[src/rtl/pwm5_pkg.sv]
package pwm5_pkg;
    // control field layout, 4 bits per channel
    localparam int CTL_FW       = 4;
    localparam int CTL_START    = 0;
    localparam int CTL_UPD      = 1;
    localparam int CTL_ARL      = 2;
    localparam int CTL_INV      = 3;
    // the last channel has no inverter; its reload bit sits in that slot
    localparam int CTL_ARL_LAST = 3;
    // register map
    localparam int ADDR_CFG0    = 0;
    localparam int ADDR_CFG1    = 1;
    localparam int ADDR_CTRL    = 2;
    localparam int ADDR_BASE    = 3;
    localparam int ADDR_STRIDE  = 3;
endpackage

[src/rtl/pwm5_presc.sv]
module pwm5_presc #(
    parameter int PW = 8
) (
    input  logic          clk,
    input  logic          rst_n,
    input  logic [PW-1:0] pre,
    output logic          tick
);
    logic [PW-1:0] cnt_d, cnt_q;

    always_comb begin
        tick  = (cnt_q == '0);
        cnt_d = tick ? pre : cnt_q - 1'b1;
    end

    always_ff @(posedge clk or negedge rst_n) begin
        if (!rst_n) cnt_q <= '0;
        else        cnt_q <= cnt_d;
    end
endmodule

[src/rtl/pwm5_div.sv]
module pwm5_div #(
    parameter int DSW       = 4,
    parameter int MAX_SHIFT = 4
) (
    input  logic           clk,
    input  logic           rst_n,
    input  logic           grp_tick,
    input  logic [DSW-1:0] sel,
    output logic           tick
);
    logic [MAX_SHIFT-1:0] dcnt_d, dcnt_q;
    logic [MAX_SHIFT-1:0] mask;

    always_comb begin
        if (sel >= DSW'(MAX_SHIFT)) mask = '1;
        else                        mask = MAX_SHIFT'((1 << sel) - 1);
        tick   = grp_tick && ((dcnt_q & mask) == mask);
        dcnt_d = grp_tick ? dcnt_q + 1'b1 : dcnt_q;
    end

    always_ff @(posedge clk or negedge rst_n) begin
        if (!rst_n) dcnt_q <= '0;
        else        dcnt_q <= dcnt_d;
    end
endmodule

[src/rtl/pwm5_chan.sv]
module pwm5_chan #(
    parameter int CW      = 16,
    parameter bit HAS_CMP = 1'b1
) (
    input  logic          clk,
    input  logic          rst_n,
    input  logic          tick,
    input  logic          start,
    input  logic          upd,
    input  logic          arl,
    input  logic          inv,
    input  logic [CW-1:0] cbuf,
    input  logic [CW-1:0] pbuf,
    output logic [CW-1:0] cnt,
    output logic [CW-1:0] cmp,
    output logic          lvl,
    output logic          pin
);
    typedef struct packed {
        logic [CW-1:0] cnt;
        logic [CW-1:0] cmp;
        logic          lvl;
    } chan_t;

    chan_t s_d, s_q;

    always_comb begin
        s_d = s_q;
        if (upd) begin
            s_d.cnt = cbuf;
            s_d.cmp = HAS_CMP ? pbuf : '0;
            s_d.lvl = 1'b0;
        end else if (start && tick) begin
            if (s_q.cnt == '0) begin
                if (arl) begin
                    s_d.cnt = cbuf;
                    s_d.lvl = 1'b0;
                end
            end else begin
                s_d.cnt = s_q.cnt - 1'b1;
                // match is tested only on the decremented value
                if (HAS_CMP && (s_d.cnt == s_q.cmp)) s_d.lvl = 1'b1;
            end
        end
    end

    always_ff @(posedge clk or negedge rst_n) begin
        if (!rst_n) s_q <= '0;
        else        s_q <= s_d;
    end

    assign cnt = s_q.cnt;
    assign cmp = s_q.cmp;
    assign lvl = s_q.lvl;
    assign pin = s_q.lvl ^ (inv & HAS_CMP);
endmodule

[src/rtl/pwm5_timer.sv]
module pwm5_timer
    import pwm5_pkg::*;
#(
    parameter int NCH       = 5,
    parameter int CW        = 16,
    parameter int PW        = 8,
    parameter int DSW       = 4,
    parameter int MAX_SHIFT = 4,
    parameter int GRP0_N    = 2,
    parameter int AW        = 5,
    parameter int BW        = 32
) (
    input  logic            clk,
    input  logic            rst_n,
    input  logic            bus_we,
    input  logic [AW-1:0]   bus_addr,
    input  logic [BW-1:0]   bus_wdata,
    output logic [BW-1:0]   bus_rdata,
    output logic [NCH-2:0]  pwm_o
);
    localparam int NOUT   = NCH - 1;
    localparam int CFG0_W = 2 * PW;
    localparam int CFG1_W = NCH * DSW;
    localparam int CTRL_W = NCH * CTL_FW;

    typedef struct packed {
        logic [CFG0_W-1:0]          cfg0;
        logic [CFG1_W-1:0]          cfg1;
        logic [CTRL_W-1:0]          ctrl;
        logic [NCH-1:0][CW-1:0]     cbuf;
        logic [NOUT-1:0][CW-1:0]    pbuf;
    } regs_t;

    regs_t r_d, r_q;

    logic [1:0]             grp_tick;
    logic [NCH-1:0]         ch_tick, ch_start, ch_upd, ch_arl, ch_lvl;
    logic [NCH-1:0][CW-1:0] ch_cnt, ch_cmp, ch_cbuf;

    wire unused_wdata = ^bus_wdata[BW-1:CTRL_W];

    // register writes
    always_comb begin
        r_d = r_q;
        if (bus_we) begin
            if (bus_addr == AW'(ADDR_CFG0)) r_d.cfg0 = bus_wdata[CFG0_W-1:0];
            if (bus_addr == AW'(ADDR_CFG1)) r_d.cfg1 = bus_wdata[CFG1_W-1:0];
            if (bus_addr == AW'(ADDR_CTRL)) r_d.ctrl = bus_wdata[CTRL_W-1:0];
            for (int i = 0; i < NCH; i++)
                if (bus_addr == AW'(ADDR_BASE + ADDR_STRIDE * i))
                    r_d.cbuf[i] = bus_wdata[CW-1:0];
            for (int i = 0; i < NOUT; i++)
                if (bus_addr == AW'(ADDR_BASE + ADDR_STRIDE * i + 1))
                    r_d.pbuf[i] = bus_wdata[CW-1:0];
        end
    end

    always_ff @(posedge clk or negedge rst_n) begin
        if (!rst_n) r_q <= '0;
        else        r_q <= r_d;
    end

    // register reads
    always_comb begin
        bus_rdata = '0;
        if (bus_addr == AW'(ADDR_CFG0)) bus_rdata = BW'(r_q.cfg0);
        if (bus_addr == AW'(ADDR_CFG1)) bus_rdata = BW'(r_q.cfg1);
        if (bus_addr == AW'(ADDR_CTRL)) bus_rdata = BW'(r_q.ctrl);
        for (int i = 0; i < NCH; i++) begin
            if (bus_addr == AW'(ADDR_BASE + ADDR_STRIDE * i))
                bus_rdata = BW'(r_q.cbuf[i]);
            if (bus_addr == AW'(ADDR_BASE + ADDR_STRIDE * i + 2))
                bus_rdata = BW'(ch_cnt[i]);
        end
        for (int i = 0; i < NOUT; i++)
            if (bus_addr == AW'(ADDR_BASE + ADDR_STRIDE * i + 1))
                bus_rdata = BW'(r_q.pbuf[i]);
    end

    for (genvar g = 0; g < 2; g++) begin : g_presc
        pwm5_presc #(.PW(PW)) u_presc (
            .clk  (clk),
            .rst_n(rst_n),
            .pre  (r_q.cfg0[g*PW +: PW]),
            .tick (grp_tick[g])
        );
    end

    for (genvar i = 0; i < NCH; i++) begin : g_ch
        localparam bit LAST = (i == NCH - 1);
        logic          pin_w;
        logic          inv_w;
        logic [CW-1:0] pbuf_w;

        assign ch_cbuf[i]  = r_q.cbuf[i];
        assign ch_start[i] = r_q.ctrl[CTL_FW*i + CTL_START];
        assign ch_upd[i]   = r_q.ctrl[CTL_FW*i + CTL_UPD];

        if (LAST) begin : g_plain
            logic unused_pin;
            assign ch_arl[i]  = r_q.ctrl[CTL_FW*i + CTL_ARL_LAST];
            assign inv_w      = 1'b0;
            assign pbuf_w     = '0;
            assign unused_pin = pin_w;
        end else begin : g_out
            assign ch_arl[i] = r_q.ctrl[CTL_FW*i + CTL_ARL];
            assign inv_w     = r_q.ctrl[CTL_FW*i + CTL_INV];
            assign pbuf_w    = r_q.pbuf[i];
            assign pwm_o[i]  = pin_w;
        end

        pwm5_div #(.DSW(DSW), .MAX_SHIFT(MAX_SHIFT)) u_div (
            .clk     (clk),
            .rst_n   (rst_n),
            .grp_tick(grp_tick[(i < GRP0_N) ? 0 : 1]),
            .sel     (r_q.cfg1[DSW*i +: DSW]),
            .tick    (ch_tick[i])
        );

        pwm5_chan #(.CW(CW), .HAS_CMP(!LAST)) u_chan (
            .clk  (clk),
            .rst_n(rst_n),
            .tick (ch_tick[i]),
            .start(ch_start[i]),
            .upd  (ch_upd[i]),
            .arl  (ch_arl[i]),
            .inv  (inv_w),
            .cbuf (ch_cbuf[i]),
            .pbuf (pbuf_w),
            .cnt  (ch_cnt[i]),
            .cmp  (ch_cmp[i]),
            .lvl  (ch_lvl[i]),
            .pin  (pin_w)
        );
    end
endmodule

[config.mk]
export PLATFORM = sky130hd
export DESIGN_NAME = pwm5_timer
export DESIGN_NICKNAME = d
export VERILOG_FILES = /design/src/rtl/pwm5_pkg.sv /design/src/rtl/pwm5_presc.sv /design/src/rtl/pwm5_div.sv /design/src/rtl/pwm5_chan.sv /design/src/rtl/pwm5_timer.sv
export SDC_FILE = /design/constraint.sdc
export NUM_CORES = 1
export LEC_CHECK = 0
export ABC_AREA = 1
export BUFFER_PORTS_ARGS = -buffer_cell sky130_fd_sc_hd__buf_2
export CAP_MARGIN = 20
export CORE_MARGIN = 8
export CORE_UTILIZATION = 46
export CTS_BUF_LIST = sky130_fd_sc_hd__clkbuf_2
export CTS_CLUSTER_DIAMETER = 40
export DETAILED_ROUTE_END_ITERATION = 6
export PLACE_DENSITY = 0.59
export SETUP_SLACK_MARGIN = 0.15
export SYNTH_ARGS = -nofsm -noshare
export SYNTH_HDL_FRONTEND = slang
export SYNTH_SLANG_ARGS = --single-unit
[constraint.sdc]
create_clock -name clk -period 3 [get_ports clk]
set_input_delay 0.3 -clock clk [delete_from_list [all_inputs] [get_ports clk]]
set_output_delay 0.3 -clock clk [all_outputs]
set_load 0.01 [all_outputs]
Word level (Yosys, flattened, before mapping)
Cells that the tools add are included.
{"block": "op_classes", "multipliers": 0, "n_reduce_logical": 48, "add_sub_neg": 17, "magnitude_cmp": 5, "n_shift": 5, "div": 0, "n_eq_ne": 30, "mux": 64, "n_bitwise": 9}
{"cell": "$mux W32", "n": 16}
{"cell": "$mux W16", "n": 21}
{"cell": "$logic_not A16 Y1", "n": 5}
{"cell": "$sub A16 B1 Y16 const B", "n": 5}
{"cell": "$eq A16 B16 Y1", "n": 4}
{"cell": "$eq A5 B4 Y1 const B", "n": 8}
{"cell": "$reduce_and A2 Y1", "n": 17}
{"cell": "$add A4 B1 Y4 const B", "n": 5}
{"cell": "$and A4 B4 Y4", "n": 5}
{"cell": "$eq A4 B4 Y1", "n": 5}
{"cell": "$eq A5 B3 Y1 const B", "n": 4}
{"cell": "$ge A4 B3 Y1 const B", "n": 5}
{"cell": "$mux W1", "n": 20}
{"cell": "$mux W4", "n": 5}
{"cell": "$shl A1 B4 Y4 const A", "n": 5}
{"cell": "$sub A4 B2 Y4 const B", "n": 5}
{"cell": "$logic_not A8 Y1", "n": 2}
{"cell": "$mux W8", "n": 2}
{"cell": "$sub A8 B1 Y8 const B", "n": 2}
{"cell": "$ne A3 B3 Y1 const B", "n": 5}
{"cell": "$reduce_and A3 Y1", "n": 4}
{"cell": "$reduce_bool A3 Y1", "n": 4}
{"cell": "$eq A5 B2 Y1 const B", "n": 2}
{"cell": "$logic_and A1 B1 Y1", "n": 10}
{"cell": "5 further kinds", "n": 12}
{"block": "totals", "inputBits": 40, "word_cells": 210, "ram_bits": 0, "register_bits": 384, "latchBits": 0, "memories": 0, "romBits": 0}

Depth between registers and ports, before layout
Gate-level depths: netlist of run 1.
{"block": "logic_depth", "depth_word": 18, "depth_mapped": 17}

Hierarchy
Synthesis of run 1 repeated with hierarchy kept, for this count alone.
{"block": "hier_totals", "cells_unflattened": 3167, "area_unflattened_um2": 22843.2}
{"module": "pwm5_timer", "n_inst": 1, "area_per_inst_um2": 9873.2, "cells_per_inst": 1275, "seq_area_each_um2": 5004.8}
{"module": "pwm5_chan (g_ch[0].u_chan ...)", "n_inst": 4, "area_per_inst_um2": 2273.4, "cells_per_inst": 335, "seq_area_each_um2": 825.8}
{"module": "pwm5_chan (g_ch[4].u_chan)", "n_inst": 1, "area_per_inst_um2": 1373.8, "cells_per_inst": 221, "seq_area_each_um2": 400.4}
{"module": "pwm5_div (g_ch[0].u_div ...)", "n_inst": 4, "area_per_inst_um2": 277.8, "cells_per_inst": 38, "seq_area_each_um2": 100.1}
{"module": "pwm5_presc", "n_inst": 2, "area_per_inst_um2": 555.5, "cells_per_inst": 69, "seq_area_each_um2": 200.2}
{"module": "pwm5_div (g_ch[4].u_div)", "n_inst": 1, "area_per_inst_um2": 280.3, "cells_per_inst": 41, "seq_area_each_um2": 100.1}

Worst setup path after synthesis of run 1
No wires, ideal clock.
{"block": "synth_path", "path_kind": "reg-to-reg", "startpoint": "register r_q[171] (netlist bit)", "endpoint": "register g_ch[1].u_chan.s_q, in the netlist g_ch[1].u_chan.cnt[0]", "period_less_slack_ns": 2.025, "n_path_buf": 0, "slack_ns": 0.975, "setup_time_ns": 0.119, "t_required_ns": 2.881, "path_stages_with_launch": 11, "t_arrival_ns": 1.907, "path_cell_list": "dfrtp_1 -> nor2_1 -> nand3_1 -> ha_1 -> o21ai_0 -> nor2_1 -> and2_1 -> o211ai_1 -> nor3_1 -> o21ai_0 -> o21a_1"}
{"block": "synth_between", "elab_chain_len": 9, "elab_cells_between_ends": 10, "cone_classes": "add/sub: 1; order compare: 1; eq/ne: 1; shift: 1; mux: 1; bitwise: 1; reduce/logical: 4"}
{"element": "start, declared", "line_no": "pwm5_timer.sv:34", "text": "regs_t r_d, r_q;"}
{"element": "start signal, assigned", "line_no": "pwm5_timer.sv:60", "text": "else r_q <= r_d;"}
{"element": "$shl A1 B4 Y4", "line_no": "pwm5_div.sv:16", "text": "else mask = MAX_SHIFT'((1 << sel) - 1);"}
{"element": "$sub A4 B2 Y4", "line_no": "pwm5_div.sv:16"}
{"element": "$mux W4 (*)", "line_no": "pwm5_div.sv:15", "text": "if (sel >= DSW'(MAX_SHIFT)) mask = '1;"}
{"element": "$and A4 B4 Y4", "line_no": "pwm5_div.sv:17", "text": "tick = grp_tick && ((dcnt_q & mask) == mask);"}
{"element": "$eq A4 B4 Y1 (*)", "line_no": "pwm5_div.sv:17"}
{"element": "$logic_and A1 B1 Y1 (*)", "line_no": "pwm5_div.sv:17"}
{"element": "$logic_and A1 B1 Y1 (*)", "line_no": "pwm5_chan.sv:33", "text": "end else if (start && tick) begin"}
{"element": "$reduce_bool A2 Y1 (no source line) (*)"}
{"element": "$reduce_and A2 Y1 (no source line) (*)"}
{"element": "end signal, assigned", "line_no": "pwm5_chan.sv:48", "text": "if (!rst_n) s_q <= '0;"}
{"element": "end signal, assigned", "line_no": "pwm5_chan.sv:49", "text": "else s_q <= s_d;"}
{"element": "end, declared", "line_no": "pwm5_chan.sv:25", "text": "chan_t s_d, s_q;"}
Every way passes the cells marked *; elsewhere a longest branch is shown, timed or not.
A chain may end at the register's enable or synchronous reset.

Worst setup path after layout of run 1
{"block": "layout_path", "startpoint": "register r_q[191] (netlist bit)", "endpoint": "output bus_rdata[7]"}
{"block": "layout_between", "elab_chain_len": 17}
{"element": "$mux W16", "line_no": "pwm5_timer.sv:66", "text": "if (bus_addr == AW'(ADDR_CFG0)) bus_rdata = BW'(r_q.cfg0);"}
{"element": "$mux W32", "line_no": "pwm5_timer.sv:67", "text": "if (bus_addr == AW'(ADDR_CFG1)) bus_rdata = BW'(r_q.cfg1);"}
{"element": "$mux W32", "line_no": "pwm5_timer.sv:68", "text": "if (bus_addr == AW'(ADDR_CTRL)) bus_rdata = BW'(r_q.ctrl);"}
{"element": "$mux W32", "line_no": "pwm5_timer.sv:70", "text": "if (bus_addr == AW'(ADDR_BASE + ADDR_STRIDE * i))"}
{"element": "$mux W32", "line_no": "pwm5_timer.sv:72", "text": "if (bus_addr == AW'(ADDR_BASE + ADDR_STRIDE * i + 2))"}
{"element": "$mux W32", "line_no": "pwm5_timer.sv:70"}
{"element": "$mux W32", "line_no": "pwm5_timer.sv:72"}
{"element": "$mux W32", "line_no": "pwm5_timer.sv:70"}
{"element": "$mux W32", "line_no": "pwm5_timer.sv:72"}
{"element": "$mux W32", "line_no": "pwm5_timer.sv:70"}
{"element": "$mux W32", "line_no": "pwm5_timer.sv:72"}
{"element": "$mux W32", "line_no": "pwm5_timer.sv:70"}
{"element": "$mux W32", "line_no": "pwm5_timer.sv:72"}
{"element": "$mux W32 (4 in a row)", "line_no": "pwm5_timer.sv:76", "text": "if (bus_addr == AW'(ADDR_BASE + ADDR_STRIDE * i + 1))"}
{"element": "end, declared", "line_no": "pwm5_timer.sv:18", "text": "output logic [BW-1:0] bus_rdata,"}
No other way between the ends.

==> run summary, run 1 <==
Finish-stage setup viols: 13
status: finished, violations left
DR iter-0 viols: 2,157
TNS Setup: -3.185 ns
DRC Markers: 0
ys async rst share: 100.0%
pin count of the biggest net entering global routing: 71
Setup WS pre-CTS: 0.2263 ns
Placement Cell Area: 22,120 sq um
worst path required time: 2.70 ns
failing checks: negative setup slack
RSZ-0062 raised after global routing: true
Mapped Avg Cell Area: 7.402 sq um
first-pass GRT wire length: 116,100 um
gpl congestion: 1.011
Final Hold Viols: 0
worst reg2reg path depth: 13
die width: 229.9 um
TritonCTS clock tree: done
clk_skew: 0.08659 ns
clk slew on worst S/H paths: 0.12 ns
area delta synth->final: 14.67%
register bit total from synthesis: 384
Routed WL per cell: 20.65 um
reg2reg start: r_q[175]
Finished Layout Cells: 3,691
Peak VDD IR: 0.3607 mV
Worst Setup End Kind: output pin
post-route ant nets: 0
Hold Path Sink: ch_cbuf[4]
Pwr Density: 760.2 nW/um^2
fin crit share: 114.6%
DR pass1 iterations: 6
register area share after synthesis: 45.64%
count of flip-flops with a built-in enable after synthesis: 0
Tot Pwr: 18.35 mW
HPWL Detailed: 54,200 um
Final WS setup: -0.4380 ns
maxcap violations: 0
Total Routing Usage GR: 28.59%
CP arrival: 3.14 ns
prevailing post-synth register cell: dfrtp_1
DR vias: 20,240
Worst setup SP type: register
Synthesis Warnings: 0
Hold Path Depth: 7
Slew Viols, Final: 0
CTS Sinks: 384
die area: 52,870 sq um
share of cells above drive strength 1: 15.48%
Vias/cell: 5.483
# H-tree levels: 3
Initial Util: 46.49%
# rows: 78
final wirelength: 76,230 um
CP Max Fanout: 2
r2r setup slk: 0.34 ns
CTS root buf: clkbuf_2
Crit Path Class: register to output pin
num ports: 76
Max Clock Freq: 290.9 MHz
placed insts: 3,445
CTS buffer count: 107
capture point of the worst reg-to-reg path: g_ch[2].u_chan.cnt[13]
Final nets: 3,079
initial antenna violation count: 6
Remaining Overflow, GRT: 0
class of the worst hold path: input pin to register
Unique masters post-synth: 47
Post-Syn Area: 21,050 sq um
clock latency on the worst-skew pair: 1.15 ns
Lkg Pwr: 11.87 nW
min-delay src: bus_addr[0]
vias in the first global route: 19,570
final instance area: 24,140 sq um
# port buffers: 51
worst rel slew slack: 19.01%
pin slew with the least headroom to its limit: 1.214 ns
CTS Buffer Depth: 3
core area: 45,280 sq um
fin crit period: 3.438 ns
Chip Height: 229.9 um
Cells after Synth: 2,844
-- sequential cells by signal, indices dropped and copies added (netlist names) --
signal,cells
ch_upd,5
ch_cbuf,80
g_ch.u_chan.cmp,64
g_ch.u_chan.cnt,80
ch_start,5
g_ch.inv_w,4
g_ch.u_div.dcnt_q,20
g_presc.u_presc.cnt_q,16
g_ch.pbuf_w,64
g_ch.u_chan.lvl,4
r_q,37
ch_arl,5
-- power by group --
| group | leakage, nW | internal, mW | switching (mW) |
|---|---|---|---|
| registers | 4.92 | 6.66 | 1.57 |
| logic | 6.25 | 2.40 | 4.05 |
| clock network | 0.694 | 1.35 | 2.31 |
| total | 11.9 | 10.4 | 7.94 |
-- cell families (layout without fill, tap and decap cells) --
group	count (synthesis)	count (layout)	share of synthesized area (%)
and+or+nand+nor	1396	1396	27.17
AOI/OAI and AO/OA	526	526	13.53
buffers and inverters	418	650	7.982
DFF	384	384	45.64
xor gates and xnor gates	94	94	4.208
adders and majority gates	22	22	1.307
muxes	3	3	0.1426
other	1	16	0.01781
-- layout by cell type, fill, tap and decap left out, types with 17 or more instances in the layout --
cell           instances
nand4_1               36
or2_2                 23
nand2_1              847
dlygate4sd3_1         32
nor3_1                20
o22ai_1               26
nor2_4                17
xor2_1                69
clkbuf_2             152
inv_1                275
clkinv_1              20
nand3_2               20
o21ai_0              366
nor2_1               223
a21oi_1               51
ha_1                  22
xnor2_1               20
nand3_1              107
buf_4                 93
dfrtp_1              383
buf_2                 45
nand2_2               58
o211ai_1              29
-- metrics by stage --
step           util, %  hold WS [ns]
3_5_place_dp     48.85        0.3693
4_1_cts          52.81       0.04584
6_report         53.31        0.1616
3_3_place_gp     48.85        0.3677
5_1_grt          53.30        0.1476
2_1_floorplan        -      0.004409
-- critical path, cell delays in order, from the launching register on --
cell and delay (ns):
dfrtp_1 0.42, o211ai_1 0.22, nand2_2 0.14, nand2_2 0.11
nand2_2 0.07, nor2_4 0.12, nand4_1 0.23, nand2_1 0.14
nand2_1 0.06, nand2_1 0.10, nand3_2 0.08, nand2_4 0.11
nand2_2 0.06, buf_6 0.12
-- cell type report --
cell class | count | area (sq um)
Inverter | 287 | 1077
Tap cell | 600 | 750.7
Multi-Input combinational cell | 2053 | 10330
Clock buffer | 152 | 760.7
Timing Repair Buffer | 184 | 1483
Sequential cell | 384 | 9610
Fill cell | 4520 | 21140
Clock inverter | 27 | 117.6
Antenna cell | 4 | 10.01
-- how the worst max path moves through the flow --
stage           startpoint                     to  slack (ns)  depth (start not counted)
3_5_place_dp   bus_addr[4]           bus_rdata[3]        0.23                         16
4_1_cts           r_q[187]           bus_rdata[3]       -0.46                         13
5_1_grt           r_q[191]           bus_rdata[7]       -0.57                         13
2_1_floorplan     r_q[171]  g_ch[1].u_chan.cnt[0]        0.97                         10
3_3_place_gp   bus_addr[4]           bus_rdata[3]        0.24                         16
6_report          r_q[191]           bus_rdata[7]       -0.44                         13
-- synth_stat cells, types with 22 or more instances --
library cell | count | share of area [%]
dfrtp_1 | 384 | 46
nand2_1 | 912 | 16
nand4_1 | 36 | 1.1
ha_1 | 22 | 1.3
nor2_1 | 237 | 4.2
inv_1 | 278 | 5.0
o21ai_0 | 372 | 8.8
or2_2 | 23 | 0.68
buf_2 | 23 | 0.55
xor2_1 | 69 | 2.9
o22ai_1 | 26 | 0.77
o211ai_1 | 29 | 1.0
a21oi_1 | 53 | 1.3
buf_4 | 22 | 0.78
nand3_1 | 135 | 3.2
clkbuf_1 | 82 | 1.5
-- metal layers --
layer / wire length, um / GRT usage [%] / vias up
met1: 32800 / 39.14 / 9698
met4: 2982 / 11.25 / 0
met5: 0 / 0 / -
met2: 33910 / 43.99 / 824
met3: 6551 / 5.984 / 190
li1: - / - / 9524
-- timing repair --
action	CTS	global route
buffers inserted	24	6
hold endpoints to repair	578	0
endpoints found under the setup margin	16	33
resized for setup	112	44
pin swaps	68	89
hold buffers	33	0
Note: power is estimated with default switching activity, not from simulation.
==> run 2: changes to the inputs <==
--- a/config.mk
+++ b/config.mk
@@ -13,6 +13,7 @@
 export CTS_BUF_LIST = sky130_fd_sc_hd__clkbuf_2
 export CTS_CLUSTER_DIAMETER = 40
 export DETAILED_ROUTE_END_ITERATION = 6
+export GPL_TIMING_DRIVEN = 0
 export PLACE_DENSITY = 0.59
 export SETUP_SLACK_MARGIN = 0.15
 export SYNTH_ARGS = -nofsm -noshare
==> run 2 against run 1 <==
  * The flow still finishes with violations (negative setup slack)
  * Sequential power is essentially flat
  * Design area rose by 2.9%
  * Critical endpoint is now bus_rdata[10]
  * Non-clock buffer count increased by 98
  * Utilization grew 1.5 points
  * Largest power group unchanged
  * Worst setup slack improved by 0.019 ns
  * Clock skew up 0.049 ns
  * Total power up 2.5%
  * Clock-buffer cell count decreased by 7
==> run summary, run 2 (synthesis gave the netlist of run 1 again) <==
TNS Setup: -3.831 ns (-0.6463 ns)
fin crit share: 114.0% (-0.63 points)
CTS Sinks: 384 (unchanged)
Total Routing Usage GR: 30.06% (+1.5 points)
fin crit period: 3.419 ns (-0.01881 ns)
Final WS setup: -0.4192 ns (+0.01881 ns)
crit-path cells: o211ai_1 -> nand2_2 -> nand2_4 -> nand2_4 -> nor2_4 -> nand4_1 -> nand2_1 -> nand2_1 -> nand2_2 -> nand3_2 -> nand2_1 -> nand2_2 -> buf_6
first-pass GRT wire length: 121,900 um (+5.0%)
Worst setup SP type: register
slowest cell delay on critical path: 0.39 ns (-0.03 ns)
worst path required time: 2.70 ns (about the same)
die area: 52,870 sq um (unchanged)
core area: 45,280 sq um (unchanged)
reg2reg start: g_ch[4].u_chan.cnt[3]
Slew Viols, Final: 0 (unchanged)
WP buf/inv: 1 (unchanged)
worst reg2reg path depth: 7 (-6)
CP Max Fanout: 2 (unchanged)
area delta synth->final: 17.98%
CTS Buffer Depth: 3 (unchanged)
# H-tree levels: 3 (unchanged)
Initial Util: 46.49% (unchanged)
initial antenna violation count: 3 (-3)
crit-path leading delay family: simple AND/OR/NAND/NOR gates
pin count of the biggest net entering global routing: 117 (+65%)
Remaining Overflow, GRT: 0 (unchanged)
Lkg Pwr: 12.10 nW (+2.0%)
Crit Path Class: register to output pin
Pwr Density: 757.7 nW/um^2 (-0.33%)
Hold Path Sink: g_ch[3].pbuf_w[5]
CP arrival: 3.12 ns (-0.02 ns)
CTS buffer count: 106 (-0.93%)
clk_skew: 0.1354 ns (+0.04876 ns)
Final nets: 3,176 (+3.2%)
utilization after layout: 54.85% (+1.5 points)
Final Hold Viols: 0 (unchanged)
# port buffers: 50 (-2.0%)
Routed WL per cell: 21.38 um (+3.5%)
capture point of the worst reg-to-reg path: g_ch[4].u_chan.cnt[4]
Hold Path Depth: 4 (-3)
Finish-stage setup viols: 15 (+2)
commonest non-fill, non-tap cells in the layout: nand2_1 (833), dfrtp_1 (381), o21ai_0 (363)
failing checks: negative setup slack
Peak VDD IR: 0.4807 mV (+33%)
DR iter-0 viols: 2,396 (+11%)
CTS root buf: clkbuf_2
register area: 9613 sq um (about the same)
clk slew on worst S/H paths: 0.09 ns (-0.03 ns)
RSZ-0062 raised after global routing: true
TritonCTS clock tree: done
DR vias: 21,110 (+4.3%)
clock latency on the worst-skew pair: 1.17 ns (+0.02 ns)
most common cell after layout, fill and taps aside: nand2_1
min-delay src: bus_wdata[5]
vias in the first global route: 20,060 (+2.5%)
worst rel slew slack: 17.57% (-1.4 points)
Placement Cell Area: 22,260 sq um (+0.63%)
HPWL Detailed: 59,760 um (+10%)
Max Clock Freq: 292.5 MHz (+0.55%)
final instance area: 24,840 sq um (+2.9%)
post-route ant nets: 0 (unchanged)
die width: 229.9 um (unchanged)
final wirelength: 81,200 um (+6.5%)
DR pass1 iterations: 6 (unchanged)
class of the worst hold path: input pin to register
maxcap violations: 0 (unchanged)
gpl congestion: 0.9939 (-1.7%)
slowest library cell on the worst path: dfrtp_1
Worst Setup End Kind: output pin
Hold WS: 0.09824 ns (-0.06338 ns)
status: finished, violations left
r2r setup slk: 0.16 ns (-0.18 ns)
share of cells above drive strength 1: 15.71% (+0.22 points)
num ports: 76 (unchanged)
Vias/cell: 5.560 (+1.4%)
# fillers: 4,456 (-1.4%)
area of the multi-input gates: 10,490 sq um (+1.5%)
pin slew with the least headroom to its limit: 1.236 ns (+0.02283 ns)
# rows: 78 (unchanged)
DRC Markers: 0 (unchanged)
Chip Height: 229.9 um (unchanged)
## run 2: cell types whose count changed in the layout (fill, tap and decap cells not counted), sizes merged
cell         change
buf              -4
bufinv           +1
clkinvlp         +1
diode            -3
clkbuf          +75
clkinv          +16
dlygate4sd3     +20
## run 2: report_power, final
part           internal [mW]  switching (mW)
Clock                   1.43            2.44
Combinational           2.47            4.23
Sequential              6.66            1.59
Total                   10.6            8.26
## run 2: per-stage QoR
step / instances / total power, mW / setup slack (ns)
after floorplan: 2855 / 12.21 / 0.9747
after global placement: 3505 / 14.29 / -6.265
after detailed placement: 3512 / 14.48 / -0.3249
after CTS: 3780 / 18.62 / -0.5882
after global routing: 3797 / 20.10 / -0.5844
final: 3797 / 18.82 / -0.4192
## run 2: final cells by class
type	instances	area share (%)
tap	600	3.023
sequential	384	38.70
timing repair buffer	151	5.395
inverter	287	4.357
clock inverter	45	0.9168
clock buffer	145	2.922
antenna	1	0.01008
multi-input combinational	2053	42.22
buffer	131	2.453
## run 2: how the worst max path moves through the flow
stage,cells past startpoint,endpoint,from
after floorplan,10,g_ch[1].u_chan.cnt[0],r_q[171]
after global placement,1,g_ch[3].u_chan.cnt[12],rst_n
after global routing,13,bus_rdata[10],r_q[194]
final,13,bus_rdata[10],r_q[194]
after detailed placement,15,bus_rdata[13],bus_addr[1]
after CTS,13,bus_rdata[10],r_q[194]
## run 2: timing repair
| action | in CTS | in global routing |
|---|---|---|
| cloned | 0 | 0 |
| pin swaps | 80 | 86 |
| setup endpoints to repair | 49 | 62 |
| hold buffers | 53 | 0 |
| resized for setup | 149 | 66 |
| endpoints found under the hold margin | 428 | 0 |
| setup buffers | 25 | 16 |
## run 2: routing by layer
layer	up-vias	routed length [um]	GRT usage, %
li1	9738	-	-
met1	10130	34270	41.36
met2	1044	36020	46.24
met3	199	7433	5.282
met4	4	3444	12.91
met5	-	23	0
## run 2: worst register-to-register path: cells and delay by family, from the launching register on
family / cells / cell delay (ns)
flip-flops: 1 / 0.42
AND/OR/NAND/NOR: 3 / 1.25
buffers and inverters: 2 / 0.72
AO/OA/AOI/OAI: 2 / 0.33
